[config.mk]
export PLATFORM = sky130hd
export DESIGN_NAME = hamming_ctrl
export DESIGN_NICKNAME = d
export VERILOG_FILES = /design/src/rtl/hamming_ctrl_pkg.sv /design/src/rtl/hdc_state_store.sv /design/src/rtl/hdc_sequencer.sv /design/src/rtl/hamming_ctrl.sv
export SDC_FILE = /design/constraint.sdc
export NUM_CORES = 1
export LEC_CHECK = 0
export ABC_AREA = 1
export BUFFER_PORTS_ARGS = -buffer_cell sky130_fd_sc_hd__buf_2
export CORE_MARGIN = 3
export CORE_UTILIZATION = 42
export DETAILED_ROUTE_END_ITERATION = 7
export PLACE_DENSITY = 0.65
export SLEW_MARGIN = 40
export SYNTH_ARGS = -nofsm -noshare
export SYNTH_HDL_FRONTEND = slang
export SYNTH_HIERARCHICAL = 1
export SYNTH_SLANG_ARGS = --single-unit
[constraint.sdc]
create_clock -name clk -period 3.6 [get_ports clk]
set_input_delay 0.54 -clock clk [delete_from_list [all_inputs] [get_ports clk]]
set_output_delay 0.54 -clock clk [all_outputs]
set_load 0.01 [all_outputs]
[src/rtl/hamming_ctrl_pkg.sv]
package hamming_ctrl_pkg;

  localparam int STATE_W    = 5;
  localparam int NUM_STATES = 4;
  localparam int MAX_FIX    = 1;   // bit flips absorbed per legal code

  typedef enum logic [1:0] {
    ST_IDLE = 2'd0,
    ST_ARM  = 2'd1,
    ST_GO   = 2'd2,
    ST_DONE = 2'd3
  } ctlState_e;

  typedef struct packed {
    logic      load;       // write a clean code this edge
    ctlState_e nextState;  // state whose code is written
  } ctlStrobe_t;

  function automatic logic [STATE_W-1:0] codeOf(input ctlState_e s);
    case (s)
      ST_IDLE: codeOf = 5'b00000;
      ST_ARM:  codeOf = 5'b00111;
      ST_GO:   codeOf = 5'b11001;
      default: codeOf = 5'b11110;
    endcase
  endfunction

endpackage

[src/rtl/hdc_state_store.sv]
module hdc_state_store
  import hamming_ctrl_pkg::*;
(
  input  logic               clk,
  input  logic               rst,
  input  logic [STATE_W-1:0] upsetInj,
  input  ctlStrobe_t         strobe,
  output ctlState_e          decState,
  output logic               corrected,
  output logic [STATE_W-1:0] stateCode
);

  logic [STATE_W-1:0]    stateReg;
  logic [NUM_STATES-1:0] nearHit;
  logic [NUM_STATES-1:0] exactHit;

  // Distance of the register from each legal code
  for (genvar g = 0; g < NUM_STATES; g++) begin : g_dist
    localparam logic [STATE_W-1:0] LegalCode = codeOf(ctlState_e'(g));
    logic [STATE_W-1:0] diffBits;
    assign diffBits    = stateReg ^ LegalCode;
    assign nearHit[g]  = ($countones(diffBits) <= MAX_FIX);
    assign exactHit[g] = (diffBits == '0);
  end

  // Nearest legal neighbour; codes far from all fall back to idle
  always_comb begin
    decState = ST_IDLE;
    for (int i = NUM_STATES - 1; i >= 1; i--) begin
      if (nearHit[i]) decState = ctlState_e'(i);
    end
  end

  assign corrected = ~|exactHit;
  assign stateCode = stateReg;

  always_ff @(posedge clk or posedge rst) begin
    if (rst) begin
      stateReg <= codeOf(ST_IDLE);
    end else if (|upsetInj) begin
      stateReg <= stateReg ^ upsetInj;
    end else if (strobe.load) begin
      stateReg <= codeOf(strobe.nextState);
    end
  end

  AST_NEAR_UNIQUE: assert property (@(posedge clk) disable iff (rst)
    $countones(nearHit) <= 1);

  AST_CLEAN_AFTER_SCRUB: assert property (@(posedge clk) disable iff (rst)
    (upsetInj == '0 && strobe.load) |=> (stateCode == codeOf($past(strobe.nextState))));

endmodule

[src/rtl/hdc_sequencer.sv]
module hdc_sequencer
  import hamming_ctrl_pkg::*;
(
  input  ctlState_e  decState,
  input  logic       start,
  input  logic       finish,
  output ctlStrobe_t strobe,
  output logic       ready,
  output logic       armed,
  output logic       running,
  output logic       complete
);

  always_comb begin
    strobe.load      = 1'b1;
    strobe.nextState = decState;
    case (decState)
      ST_IDLE: if (start)  strobe.nextState = ST_ARM;
      ST_ARM:  strobe.nextState = ST_GO;
      ST_GO:   if (finish) strobe.nextState = ST_DONE;
      default: strobe.nextState = ST_IDLE;
    endcase
  end

  always_comb begin
    ready    = (decState == ST_IDLE);
    armed    = (decState == ST_ARM);
    running  = (decState == ST_GO);
    complete = (decState == ST_DONE);
  end

endmodule

[src/rtl/hamming_ctrl.sv]
module hamming_ctrl
  import hamming_ctrl_pkg::*;
(
  input  logic               clk,
  input  logic               rst,
  input  logic               start,
  input  logic               finish,
  input  logic [STATE_W-1:0] upsetInj,
  output logic               ready,
  output logic               armed,
  output logic               running,
  output logic               complete,
  output logic               corrected,
  output logic [STATE_W-1:0] stateCode
);

  ctlState_e  decState;
  ctlStrobe_t strobe;

  hdc_state_store u_store (
    .clk       (clk),
    .rst       (rst),
    .upsetInj  (upsetInj),
    .strobe    (strobe),
    .decState  (decState),
    .corrected (corrected),
    .stateCode (stateCode)
  );

  hdc_sequencer u_seq (
    .decState (decState),
    .start    (start),
    .finish   (finish),
    .strobe   (strobe),
    .ready    (ready),
    .armed    (armed),
    .running  (running),
    .complete (complete)
  );

  AST_IDLE_HOLD: assert property (@(posedge clk) disable iff (rst)
    (ready && !start && upsetInj == '0) |=> (ready && !corrected));

  AST_IDLE_START: assert property (@(posedge clk) disable iff (rst)
    (ready && start && upsetInj == '0) |=> armed);

  AST_ARM_TO_GO: assert property (@(posedge clk) disable iff (rst)
    (armed && upsetInj == '0) |=> running);

  AST_DONE_TO_IDLE: assert property (@(posedge clk) disable iff (rst)
    (complete && upsetInj == '0) |=> ready);

  AST_GO_STEP: assert property (@(posedge clk) disable iff (rst)
    (running && upsetInj == '0) |=> (finish ? complete : running) or $past(finish) ? complete : running);

  AST_SINGLE_FLIP: assert property (@(posedge clk) disable iff (rst)
    ($countones(upsetInj) == 1 && !corrected) |=> (corrected && decState == $past(decState)));

  AST_SCRUB_ONE_CYCLE: assert property (@(posedge clk) disable iff (rst)
    (upsetInj == '0) |=> !corrected);

  AST_ONE_OUTPUT: assert property (@(posedge clk) disable iff (rst)
    $countones({ready, armed, running, complete}) == 1);

endmodule

**Word level (Yosys, flattened, before mapping)**

Index checks and enable logic that the tools add are counted.

- Register bits: 5
- Output and inout bits: 10
- Input port bits: 9
- Word-level logic and storage cells: 42

- Bitwise operators: 4
- Reduce and logical (&&, ||, !) cells: 9
- Equal/unequal tests: 5
- Add/sub/neg operators: 12
- Mux-type cells: 8
- $lt $le $gt $ge: 3

Operator list:

| kind | count |
|---|---|
| 32-bit by 1-bit adder with 32-bit output | 3 |
| 32-bit adder | 3 |
| 32-bit by 2-bit <= comparator with 1-bit output (second input constant) | 3 |
| 5-bit zero test | 4 |
| 5-bit one-hot mux with 3 select lines | 1 |
| 1-bit by 1-bit adder with 2-bit output | 6 |
| 2-bit 2-to-1 mux | 5 |
| 2-bit == test (second input constant) | 3 |
| 3-bit inverter | 2 |
| 2-bit one-hot mux with 3 select lines | 1 |
| 5-bit 2-to-1 mux | 1 |
| 5-bit OR reduction | 1 |
| 5-bit XOR | 1 |
| 2-bit by 1-bit == test with 1-bit output (second input constant) | 2 |
| 2-bit zero test | 2 |
| 4-bit inverter | 1 |
| 4-bit OR reduction | 1 |
| 1-bit zero test | 1 |

**Longest topological paths before layout**

Gate-level depths: netlist of the first run.

- Depth after elaboration: 13
- Mapped depth: 19

**By module**

Netlist of the first run, hierarchy kept.

Modules (own cells, without submodules):

| module | times used | area each (um^2) | cells an instance |
|---|---|---|---|
| hdc_state_store | 1 | 679.4 | 91 |
| hdc_sequencer | 1 | 96.3 | 12 |

**Worst setup path before layout of the first run**

Ideal clock, no wire load.

- Path kind: register -> register
- Start point: reg u_store.stateReg[3] (netlist: u_store/stateCode[3])
- End point: reg u_store.stateReg[3] (netlist: u_store/stateCode[3])
- Cell stages (with the launch flop): 18
- Setup time: 0.112 ns
- Buffers on the path: 0
- Arrival: 3.176 ns
- Period minus slack after synthesis: 3.288 ns
- Data required time: 3.488 ns
- Path slack: 0.312 ns
- Path through: dfrtp_1 -> inv_1 -> fa_1 -> fa_1 -> ha_1 -> nor2_1 -> o21ai_1 -> inv_1 -> ha_1 -> o21ai_0 -> a21oi_1 -> inv_1 -> ha_1 -> nand3b_1 -> nand3_1 -> nand2_1 -> nand2_1 -> inv_1

RTL lines:

| what | RTL line | source |
|---|---|---|
| start: declaration | hdc_state_store.sv:13 | `logic [STATE_W-1:0] stateReg;` |
| start signal: assignment | hdc_state_store.sv:39 | `stateReg <= codeOf(ST_IDLE);` |
| start signal: assignment | hdc_state_store.sv:41 | `stateReg <= stateReg ^ upsetInj;` |
| start signal: assignment | hdc_state_store.sv:43 | `stateReg <= codeOf(strobe.nextState);` |

==> qor.yml, run 1 <==
global_route:
  grt_usage_pct: 15.0
  grt_max_degree: 8
  gr-total-overflow: 0
  grt_pass1_wl_um: 2860
  first_global_vias: 655
  antenna_found_initial: 0
sta:
  rsz0062_at_grt: "no"
  final_hold_viol_count: 0
  finalClockSkew_ns: 0.0000611
  period_share_pct: 89.9
  slew_violations: 0
  clock.fmax_ghz: 0.309
  setup_violations: 0
  fin_crit_ns: 3.24
  fin_tns_setup_ns: 0
floorplanning:
  die_area_um2: 2400
  dieHeight_um: 49.0
  coreArea_um2: 1610
  io_pins: 19
  rows: 14
  die_w_um: 49.0
  start_util_pct: 48.1
worst_setup_path:
  reg2reg_to: "u_store/stateCode[4]"
  worst-r2r-cell-count: 17
  endpoint: "u_store/stateCode[4]"
  reg2reg_from: "u_store/stateCode[3]"
  critPathCaptureType: "register"
  critPathMaxFanout: 6
  startpoint: "u_store/stateCode[3]"
  arrival_ns: 3.36
  crit_required_ns: 3.73
  r2r_slack_ns: 0.36
  crit_type: "reg -> reg"
  critPathLaunchType: "register"
placed_design:
  dpl.cell_count: 148
  port_buffers: 18
  post-dp-hpwl_um: 1360
  gp_congestion: 0.803
finish:
  num_antenna_cells: 0
  syn_to_final_growth_pct: 22.3
  nNetsFinal: 157
  drive_gt1_share_pct: 26.6
  finalNonFillerCells: 152
  largest_register_ffs: 5
synth:
  syn-num-nets: 131
  ys_warn_count: 6
  yosysUniqueCellTypes: 21
  netlist_area_um2: 776
  syn_inst: 103
  seq_area_frac_synth_pct: 16.1
  syn_avg_cell_area_um2: 7.53
  ys_ff_latch: 5
status:
  status: "finished clean"
routing:
  drt-pass1-iter-count: 4
  post_drt_via_cell_ratio: 4.61
  totalWireLength_um: 1620
  ant_nets: 0
  drt_iter0_drc: 10
  drcViolationCount: 0
  num_vias: 701
  wire_per_inst_um: 10.7
run:
  drv_cap: 0
cts:
  cts_resized: 0
  clk_path_buf_depth: 2
  clk_pin_slew_ns: 0.04
  cts_buffers: 3
  clock_latency_ns: 0.23
  htreeDepth: 1
  root_buffer: "clkbuf_4"
  clock_sinks: 5
  tritoncts: "built"
  hold_buffers: 0
  cts_setup_buffers: 0
hold_path:
  hp-class: "in -> async"
[cell type report]
type                    count  area, um^2
clock buffers               4        26.3
fillers                   172         663
inverters                  21        78.8
multi-input cells          76         568
flip-flops and latches      5         125
well taps                  24        30.0
repair buffers             22         120
[cells in the final DEF, fill, tap and decap left out, drive strengths merged]
master  synthesis  final
buf             1     22
nand2          21     21
inv            21     21
ha             15     15
nor2            9      9
nand3           8      8
nand4           5      5
dfrtp           5      5
o21ai           5      5
xor2            4      4
fa              4      4
clkbuf          0      4
nand3b          2      2
a21oi           1      1
conb            1      1
xnor2           1      1
[cells in the mapped netlist]
master	n	area, um^2
nand2_2	2	12.5
ha_1	15	188
o21ai_0	1	5.00
o21ai_1	4	20.0
inv_2	3	11.3
fa_1	4	80.1
nand3_1	7	35.0
nor2_1	7	26.3
a21oi_1	1	5.00
nand3_2	1	10.0
dfrtp_1	5	125
xor2_1	4	35.0
conb_1	1	3.75
inv_1	18	67.6
buf_4	1	7.51
xnor2_1	1	8.76
nand2_1	19	71.3
nand3b_1	2	15.0
nor2_4	1	11.3
nor2_2	1	6.26
nand4_1	5	31.3
[layer usage]
metal  global-route usage (%)  routed length [um]  up-vias
met5                        0                   0        -
met4                     5.69                   0        0
li1                         -                   -      368
met2                     25.6                 809       14
met1                     19.6                 757      319
met3                    0.917                  51        0
[per-stage QoR]
step	hold WS (ns)	setup WS, ns	area [um^2]	util (%)
after CTS	0.191	0.308	945	58.6
after floorplan	0.319	0.312	776	-
after detailed placement	0.438	0.324	918	57.0
after global placement	0.436	0.418	918	57.0
final	0.192	0.365	948	58.9
after global routing	0.194	0.0315	948	58.9
[worst max-delay path: stages (launching register included)]
cell and delay, ns:
dfrtp_1 0.37, inv_1 0.10, fa_1 0.45, fa_1 0.38, ha_1 0.29, nor2_1 0.14
o21ai_2 0.12, inv_1 0.09, ha_1 0.16, o21ai_0 0.09, a21oi_1 0.25, inv_1 0.08
ha_1 0.19, nand3b_1 0.15, nand3_1 0.12, nand2_1 0.06, nand2_1 0.05, inv_1 0.03
[cells by family after synthesis]
kind of cell,Yosys count,synth area share [%]
other,1,0.483
adder cells (fa/ha/maj),19,34.5
buffers and inverters,22,11.1
flip-flops,5,16.1
AO/OA/AOI/OAI,6,3.87
XOR/XNOR,5,5.64
AND/OR/NAND/NOR,45,28.2
[worst min-delay path by stage]
stage                            to  slack [ns]  depth (start not counted)
3_3_place_gp   u_store/stateCode[2]        0.44                          2
5_1_grt        u_store/stateCode[4]        0.19                          2
3_5_place_dp   u_store/stateCode[1]        0.44                          2
4_1_cts        u_store/stateCode[1]        0.19                          2
6_report       u_store/stateCode[1]        0.19                          2
2_1_floorplan  u_store/stateCode[0]        0.32                          1
Power of run 1 is left out: the tool's default activity adds up to more than one toggle a clock period on the data nets, which glitch-free logic cannot reach.
==> run 2, diff against run 1 <==
--- a/config.mk
+++ b/config.mk
@@ -7,11 +7,11 @@
 export LEC_CHECK = 0
 export ABC_AREA = 1
 export BUFFER_PORTS_ARGS = -buffer_cell sky130_fd_sc_hd__buf_2
+export CORE_ASPECT_RATIO = 0.8
 export CORE_MARGIN = 3
 export CORE_UTILIZATION = 42
 export DETAILED_ROUTE_END_ITERATION = 7
 export PLACE_DENSITY = 0.65
-export SLEW_MARGIN = 40
 export SYNTH_ARGS = -nofsm -noshare
 export SYNTH_HDL_FRONTEND = slang
 export SYNTH_HIERARCHICAL = 1
==> constraint.sdc (replaced) <==
create_clock -name clk -period 3.5 [get_ports clk]
set_input_delay 0.525 -clock clk [delete_from_list [all_inputs] [get_ports clk]]
set_output_delay 0.525 -clock clk [all_outputs]
set_load 0.01 [all_outputs]
==> qor.yml, run 2 (synthesis results as in run 1) <==
status:
  status: "finished clean"
global_route:
  gr-total-overflow: 0
  first_global_vias: 646
  antenna_found_initial: 0
  grt_pass1_wl_um: 2880
  grt_max_degree: 8
  grt_usage_pct: 16.7
cts:
  clk_pin_slew_ns: 0.05
  cts_resized: 0
  hold_buffers: 0
  clock_latency_ns: 0.24
  root_buffer: "clkbuf_4"
  cts_buffers: 3
  clock_sinks: 5
  cts_setup_buffers: 0
  clk_path_buf_depth: 2
  htreeDepth: 1
  tritoncts: "built"
finish:
  fill_cells: 168
  num_antenna_cells: 0
  syn_to_final_growth_pct: 21.6
  largest_register_ffs: 5
  finalNonFillerCells: 149
  final_cell_mix: "nand2_1 (19), buf_2 (18), inv_1 (18)"
  drive_gt1_share_pct: 27.6
  nNetsFinal: 156
  layout_commonest_cell: "nand2_1"
routing:
  num_vias: 712
  totalWireLength_um: 1720
  post_drt_via_cell_ratio: 4.78
  ant_nets: 0
  wire_per_inst_um: 11.5
  drt-pass1-iter-count: 4
  drcViolationCount: 0
  drt_iter0_drc: 6
floorplanning:
  io_pins: 19
  start_util_pct: 46.3
  dieHeight_um: 44.4
  coreArea_um2: 1680
  die_w_um: 54.1
  die_area_um2: 2400
  rows: 13
placed_design:
  dpl.cell_count: 145
  post-dp-hpwl_um: 1420
  gp_congestion: 0.756
  port_buffers: 18
hold_path:
  hp-class: "in -> async"
sta:
  slew_violations: 0
  clock.fmax_ghz: 0.309
  period_share_pct: 92.4
  final_hold_viol_count: 0
  setup_violations: 0
  fin_crit_ns: 3.24
  finalClockSkew_ns: 0.000867
worst_setup_path:
  critPathCaptureType: "register"
  crit_type: "reg -> reg"
  crit_required_ns: 3.64
  arrival_ns: 3.37
  critPathMaxFanout: 6
  critPathLaunchType: "register"
run:
  drv_cap: 0
[run 2: final timing paths]
path	to	cells past startpoint	slack, ns	start
worst min register to register	u_store/stateCode[1]	5	0.72	u_store/stateCode[1]
worst min-delay path	u_store/stateCode[0]	2	0.17	rst
worst max register to register	u_store/stateCode[3]	16	0.26	u_store/stateCode[1]
min in group clk	u_store/stateCode[0]	5	0.67	upsetInj[0]
worst max-delay path	u_store/stateCode[3]	16	0.26	u_store/stateCode[1]
max in group asynchronous	u_store/stateCode[1]	2	3.15	rst
[run 2: critical path, cell delays in order (launching register included)]
cell	delay [ns]
dfrtp_2	0.45
fa_1	0.52
fa_1	0.38
ha_1	0.30
o21ai_1	0.14
nand2_1	0.07
inv_1	0.12
ha_1	0.17
o21ai_0	0.11
a21oi_2	0.22
inv_1	0.07
ha_1	0.19
nand3b_1	0.14
nand3_1	0.10
nand2_1	0.06
nand2_1	0.05
inv_1	0.04
[run 2: metrics by stage]
stage	TNS, ns	util [%]	instance area [um^2]	hold WS, ns	setup slack [ns]
6_report	0	56.3	943	0.166	0.265
5_1_grt	-0.00410	56.3	943	0.166	-0.00410
4_1_cts	0	55.8	935	0.163	0.123
3_5_place_dp	0	54.2	908	0.429	0.149
3_3_place_gp	0	54.2	908	0.421	0.215
2_1_floorplan	0	-	776	0.304	0.212
[run 2: metal layers]
metal  up-vias  share of wire, %  track usage [%]  wire (um)
li1        366                 -                -          -
met1       334                47             23.3        812
met2        12                49             26.3        844
met3         0               3.3             5.05         57
met4         0                 0             1.49          0
met5         -                 0                0          0
[run 2: final cells by class]
class                           instances  area [um^2]  area share [%]
Inverter                               21         78.8            8.36
Sequential cell                         5          126            13.4
Timing Repair Buffer                   21          113            11.9
Multi-Input combinational cell         76          572            60.6
Tap cell                               22         27.5            2.92
Clock buffer                            4         26.3            2.79
Power of run 2 is left out for the same reason.
